### config.mk
export PLATFORM = sky130hd
export DESIGN_NAME = flag_alu
export DESIGN_NICKNAME = d
export VERILOG_FILES = /design/src/rtl/flag_alu_pkg.sv /design/src/rtl/alu_opnd_cond.sv /design/src/rtl/alu_core.sv /design/src/rtl/alu_res_stage.sv /design/src/rtl/flag_alu.sv
export SDC_FILE = /design/constraint.sdc
export NUM_CORES = 1
export LEC_CHECK = 0
export BUFFER_PORTS_ARGS = -buffer_cell sky130_fd_sc_hd__buf_2
export CORE_MARGIN = 2
export CORE_UTILIZATION = 49
export DETAILED_ROUTE_END_ITERATION = 12
export PLACE_DENSITY_LB_ADDON = 0.3
export SLEW_MARGIN = 20
export SYNTH_ARGS = -nofsm -noshare
export SYNTH_HDL_FRONTEND = slang
export SYNTH_SLANG_ARGS = --single-unit
### constraint.sdc
create_clock -name vclk -period 6.3
set_input_delay 1.575 -clock vclk [all_inputs]
set_output_delay 1.575 -clock vclk [all_outputs]
set_load 0.05 [all_outputs]
### src/rtl/flag_alu_pkg.sv
package flag_alu_pkg;
  localparam int unsigned WORD_W = 16;

  typedef enum logic {
    CORE_AND = 1'b0,
    CORE_SUM = 1'b1
  } core_sel_e;
endpackage

### src/rtl/alu_opnd_cond.sv
module alu_opnd_cond #(
  parameter int unsigned W = 16
) (
  input  logic [W-1:0] din,
  input  logic         clr,
  input  logic         inv,
  output logic [W-1:0] dout
);
  always_comb begin
    logic [W-1:0] cleared;
    cleared = clr ? '0 : din;
    dout    = inv ? ~cleared : cleared;

    if (clr) begin
      zero_force_chk: assert (dout == {W{inv}})
        else $error("clear step not applied before invert");
    end else begin
      pass_chk: assert ((dout ^ din) == {W{inv}})
        else $error("operand not passed or inverted");
    end
  end
endmodule

### src/rtl/alu_core.sv
module alu_core
  import flag_alu_pkg::*;
#(
  parameter int unsigned W = 16
) (
  input  logic [W-1:0] a,
  input  logic [W-1:0] b,
  input  core_sel_e    sel,
  output logic [W-1:0] y
);
  always_comb begin
    logic [W-1:0] sum_w;
    logic [W-1:0] and_w;
    sum_w = a + b;
    and_w = a & b;
    y     = (sel == CORE_SUM) ? sum_w : and_w;
    if (sel == CORE_SUM) begin

      sum_wrap_chk: assert (W'(y - b) == a)
        else $error("sum does not wrap modulo word size");
    end else begin

      and_mask_chk: assert (((y & ~a) == '0) && ((y & ~b) == '0))
        else $error("AND result has bits outside an operand");
    end
  end
endmodule

### src/rtl/alu_res_stage.sv
module alu_res_stage #(
  parameter int unsigned W = 16
) (
  input  logic [W-1:0] core,
  input  logic         inv,
  output logic [W-1:0] res,
  output logic         is_zero,
  output logic         is_neg
);
  localparam int unsigned MSB = W - 1;

  always_comb begin
    res     = inv ? ~core : core;
    is_zero = ~(|res);
    is_neg  = res[MSB];

    flag_excl_chk: assert (!(is_zero && is_neg))
      else $error("zero and negative flags both set");

    inv_res_chk: assert ((res ^ core) == {W{inv}})
      else $error("output inversion mismatch");
  end
endmodule

### src/rtl/flag_alu.sv
module flag_alu
  import flag_alu_pkg::*;
(
  input  logic [WORD_W-1:0] opnd_a,
  input  logic [WORD_W-1:0] opnd_b,
  input  logic              clr_a,
  input  logic              inv_a,
  input  logic              clr_b,
  input  logic              inv_b,
  input  logic              fn_sum,
  input  logic              inv_res,
  output logic [WORD_W-1:0] res,
  output logic              is_zero,
  output logic              is_neg
);
  localparam int unsigned NOPND = 2;

  logic [WORD_W-1:0] raw  [NOPND];
  logic [WORD_W-1:0] cond [NOPND];
  logic [NOPND-1:0]  clr_v;
  logic [NOPND-1:0]  inv_v;
  logic [WORD_W-1:0] core_y;

  assign raw[0] = opnd_a;
  assign raw[1] = opnd_b;
  assign clr_v  = {clr_b, clr_a};
  assign inv_v  = {inv_b, inv_a};

  for (genvar g = 0; g < NOPND; g++) begin : g_opnd
    alu_opnd_cond #(.W(WORD_W)) i_cond (
      .din  (raw[g]),
      .clr  (clr_v[g]),
      .inv  (inv_v[g]),
      .dout (cond[g])
    );
  end

  alu_core #(.W(WORD_W)) i_core (
    .a   (cond[0]),
    .b   (cond[1]),
    .sel (core_sel_e'(fn_sum)),
    .y   (core_y)
  );

  alu_res_stage #(.W(WORD_W)) i_res (
    .core    (core_y),
    .inv     (inv_res),
    .res     (res),
    .is_zero (is_zero),
    .is_neg  (is_neg)
  );
endmodule

After elaboration in Yosys (flattened, before gate mapping):

Index checks and enable logic that the tools add are counted.

* add/subtract/negate cells: 1
* multiplexer cells: 6
* bitwise operators: 5
* reductions and logical operators: 1

Operators by type and width (count)
* $mux 16: 6
* $not 16->16: 3
* $add 16x16->16: 1
* $and 16x16->16: 1
* $reduce_or 16->1: 1
* $not 1->1: 1

* register bits: 0
* bits of input ports: 38
* output and inout bits: 18
* word-level logic and storage cells: 13

Longest topological paths before layout:

* word-level depth: 9
* mapped depth: 13
* depth with buffers taken out: 12

Modules after synthesis:

A second synthesis with hierarchy kept.

* cells, all modules: 235
* area, all modules: 2108.3 sq um

Modules (own cells, without submodules)
* alu_core: instances 1, cells each 133, area each 978.4 sq um, seq. area each 0.0 sq um
* alu_opnd_cond: instances 2, cells each 35, area each 432.9 sq um, seq. area each 0.0 sq um
* alu_res_stage: instances 1, cells each 32, area each 264.0 sq um, seq. area each 0.0 sq um

Worst setup path after synthesis:

Ideal clock, no wire load.

* path kind: input to output
* start: input port inv_a
* end: output port is_zero
* arrival time: 5779 ps
* required time: 4725 ps
* slack: -1054 ps
* stages: 12
* buffers on the path: 2
* cell sequence: clkbuf_1 buf_1 xnor2_1 fa_1 a21o_2 a211oi_1 a21oi_1 mux2i_1 xnor2_1 or4_1 or3_1 nor4_2

* cells in the longest elaborated chain, start to end: 7
* elaborated cells between the ends (all ways): 8
* classes of those cells: 1 x add/sub; 3 x mux; 3 x bitwise; 1 x reduce/logical

Ends and longest elaborated chain
* from (decl): line flag_alu.sv:7 `input logic inv_a,`
* $mux 16 (*): line alu_opnd_cond.sv:12 `dout = inv ? ~cleared : cleared;`
* $add 16x16->16 / $and 16x16->16 (equally long branches): line alu_core.sv:14, alu_core.sv:15
* $mux 16 (*): line alu_core.sv:16 `y = (sel == CORE_SUM) ? sum_w : and_w;`
* $not 16->16: line alu_res_stage.sv:13 `res = inv ? ~core : core;`
* $mux 16 (*): line alu_res_stage.sv:13
* named net res[4]: line flag_alu.sv:12 `output logic [WORD_W-1:0] res,`
* $reduce_or 16->1 (*): line alu_res_stage.sv:14 `is_zero = ~(|res);`
* $not 1->1 (*): line alu_res_stage.sv:14
* to (decl): line flag_alu.sv:13 `output logic is_zero,`

Mark *: on every way through the listed nets, which the timed path passes. The rest lies on a longest branch.

Worst setup path in the final report:

* start: input port clr_b
* end: output port is_zero

* cells in the longest elaborated chain, start to end: 9
* elaborated cells between the ends (all ways): 10
* classes of those cells: 1 x add/sub; 4 x mux; 4 x bitwise; 1 x reduce/logical

Ends and longest elaborated chain
* from (decl): line flag_alu.sv:8 `input logic clr_b,`
* $mux 16 (*): line alu_opnd_cond.sv:11 `cleared = clr ? '0 : din;`
* $not 16->16: line alu_opnd_cond.sv:12
* $mux 16 (*): line alu_opnd_cond.sv:12
* $add 16x16->16 / $and 16x16->16 (equally long branches): line alu_core.sv:14, alu_core.sv:15
* $mux 16 (*): line alu_core.sv:16
* $not 16->16: line alu_res_stage.sv:13
* $mux 16 (*): line alu_res_stage.sv:13
* $reduce_or 16->1 (*): line alu_res_stage.sv:14
* $not 1->1 (*): line alu_res_stage.sv:14

Mark *: on every way between the ends. The rest lies on a longest branch, timed or not.

==> impl_metrics.tcl <==
set metrics [dict create \
    status "finished, final reports clean" \
    seq_cell_count 0 \
    placementRows 21 \
    synth_fp_nets 292 \
    grt_max_degree 17 \
    fp.dieH_um 63.8 \
    ant_nets 0 \
    slowest_stage "or4_1" \
    yosysUniqueCellTypes 48 \
    critPathLaunch "clr_b" \
    pwr-share-clk 0 \
    synthAdderAreaFrac 0.126 \
    p_seq_frac 0 \
    end_kind "output pin" \
    drt_iter0_drc 83 \
    seq_area_frac_synth 0 \
    synth_simple_gate_area_frac 0.270 \
    final_common_cell "buf_2" \
    dpl.hpwl_um 3580 \
    layout-drive-gt1-share 0.369 \
    setup_viol 0 \
    die_area_mm2 0.00407 \
    leakage_nw 1.06 \
    syn2layout_area_growth_pct 38.7 \
    final_nets 355 \
    yosys-mux-area-fraction 0.0693 \
    start_util 0.516 \
    synth_top_family_by_area "XOR/XNOR gates" \
    grtUsageMet3 0 \
    grt_pass1_wl_um 7040 \
    syn_area_per_cell_um2 7.39 \
    fillers 285 \
    clockBufferCount 0 \
    gr-total-overflow 0 \
    dp_cells 343 \
    setup-tns-final_ns 0 \
    crit_arrival_ns 4.68 \
    fin_cells 344 \
    seq_area_um2 0 \
    gp_congestion 0.927 \
    cp.required_ns 4.72 \
    utilization 0.717 \
    first_global_vias 1582 \
    wl_um 4380 \
    worstPathMaxFanout 5 \
    report.final.slew_viol_count 0 \
    antenna_found_initial 0 \
    synth_compound_area_frac 0.207 \
    fin_crit_sh 0.993 \
    synthCells 237 \
    gr-usage-met2 0.342 \
    cellPowerDensity_mw_per_mm2 224 \
    antennaDiodeCount 0 \
    maxCapViolCount 0 \
    relSlewSlack 0.706 \
    p_sw_w 0.000329 \
    vias 1841 \
    io-pin-count 56 \
    min_period_ns 6.25 \
    track_usage 0.201 \
    fmax_mhz 160 \
    dr.pass1.iters 4 \
    layout_common_cells "55 x buf_2, 44 x xnor2_1, 30 x nand2b_1" \
    use_met1 0.305 \
    report.final.hold_viol_count 0 \
    power_frac_comb 1.000 \
    hold_slack_ns 3.70 \
    die_x_um 63.8 \
    worstPathCellList "buf_2 > buf_4 > nand2b_1 > xnor2_1 > ha_1 > o211ai_1 > o21ai_2 > xor2_1 > mux2i_2 > xnor2_4 > or4_1 > or3_4 > nor4_4 > buf_6" \
    top_usage_layer "met2" \
    hold_path_class "primary input to output pin" \
    tightest_slew_ns 0.437 \
    drc 0 \
    cts_hold_buffers 0 \
    p_total_w 0.000543 \
    worstHoldStart "inv_res" \
    yosys.area_share.xor_xnor 0.285 \
    wl_per_cell_um 12.7 \
    ys_warn_count 0 \
    power.internal_w 0.000214 \
    port-buffer-count 56 \
    rsz0062_at_grt "yes" \
    core_mm2 0.00339 \
    peakVddDrop_mv 0.0719 \
    synth_area_mm2 0.00175 \
    multi_input_area_mm2 0.00193 \
    switching_share 0.605 \
    startpoint_type "primary input" \
    vias_per_cell 5.35 \
    max_stage_delay_ns 0.52 \
    critPathKind "primary input to output pin" \
]
==> final cells by class <==
type | instances | share of cell area
tap | 46 | 0.0237
inverter | 4 | 0.00618
multi-input combinational | 219 | 0.793
timing repair buffer | 75 | 0.177
==> through the flow <==
step	worst slack, ns	instance area [um^2]
after detailed placement	-0.0861	2320
after floorplan	-0.135	1950
after global routing	-0.0777	2430
after global placement	-0.0219	2320
final	0.0452	2430
after CTS	0.0643	2320
==> repair_timing <==
item / in CTS / in global routing
buffers inserted: 0 / 1
pin swaps: 3 / 10
gates resized for setup: 2 / 13
setup endpoints to repair: 1 / 1
==> cells in the mapped netlist, types with 5 or more instances <==
cell type	number	area share
a21oi_1	13	0.037
xnor2_1	55	0.28
o21ai_0	7	0.020
nor2_1	7	0.015
a211oi_1	6	0.026
nor3_1	7	0.020
mux2i_1	11	0.063
clkbuf_1	8	0.017
ha_1	16	0.11
or3_1	5	0.018
nand2_1	13	0.028
nand2b_1	32	0.11
a21o_1	6	0.026
==> power by group through the flow <==
stage,registers (W),clock network [W],logic (W)
after floorplan,0,0,0.000421
after global placement,0,0,0.000513
after detailed placement,0,0,0.000520
after CTS,0,0,0.000522
after global routing,0,0,0.000580
final,0,0,0.000543
==> cells by family after synthesis <==
logic type / Yosys count
AND/OR/NAND/NOR: 82
XOR/XNOR: 57
adder cells (fa/ha/maj): 17
multiplexers: 12
AO/OA/AOI/OAI: 51
buffers and inverters: 18
==> metal layers <==
| metal | vias to the layer above | wire length, um |
|---|---|---|
| met5 | - | 0 |
| met4 | 0 | 10 |
| met3 | 2 | 195 |
| met2 | 62 | 2090 |
| met1 | 823 | 2080 |
| li1 | 954 | - |
==> worst paths after layout <==
kind / endpoint / slack (ns) / depth (start not counted)
worst max-delay path: is_zero / 0.05 / 14
worst min-delay path: res[12] / 3.70 / 4
==> critical path: cells and delay by family <==
kind | cells | cell delay [ns]
and+or+nand+nor | 4 | 1.26
xor gates and xnor gates | 3 | 0.50
buffers and inverters | 3 | 0.42
adders and majority gates | 1 | 0.39
AOI/OAI and AO/OA | 2 | 0.38
muxes | 1 | 0.14
(Power assumes the default switching activity.)
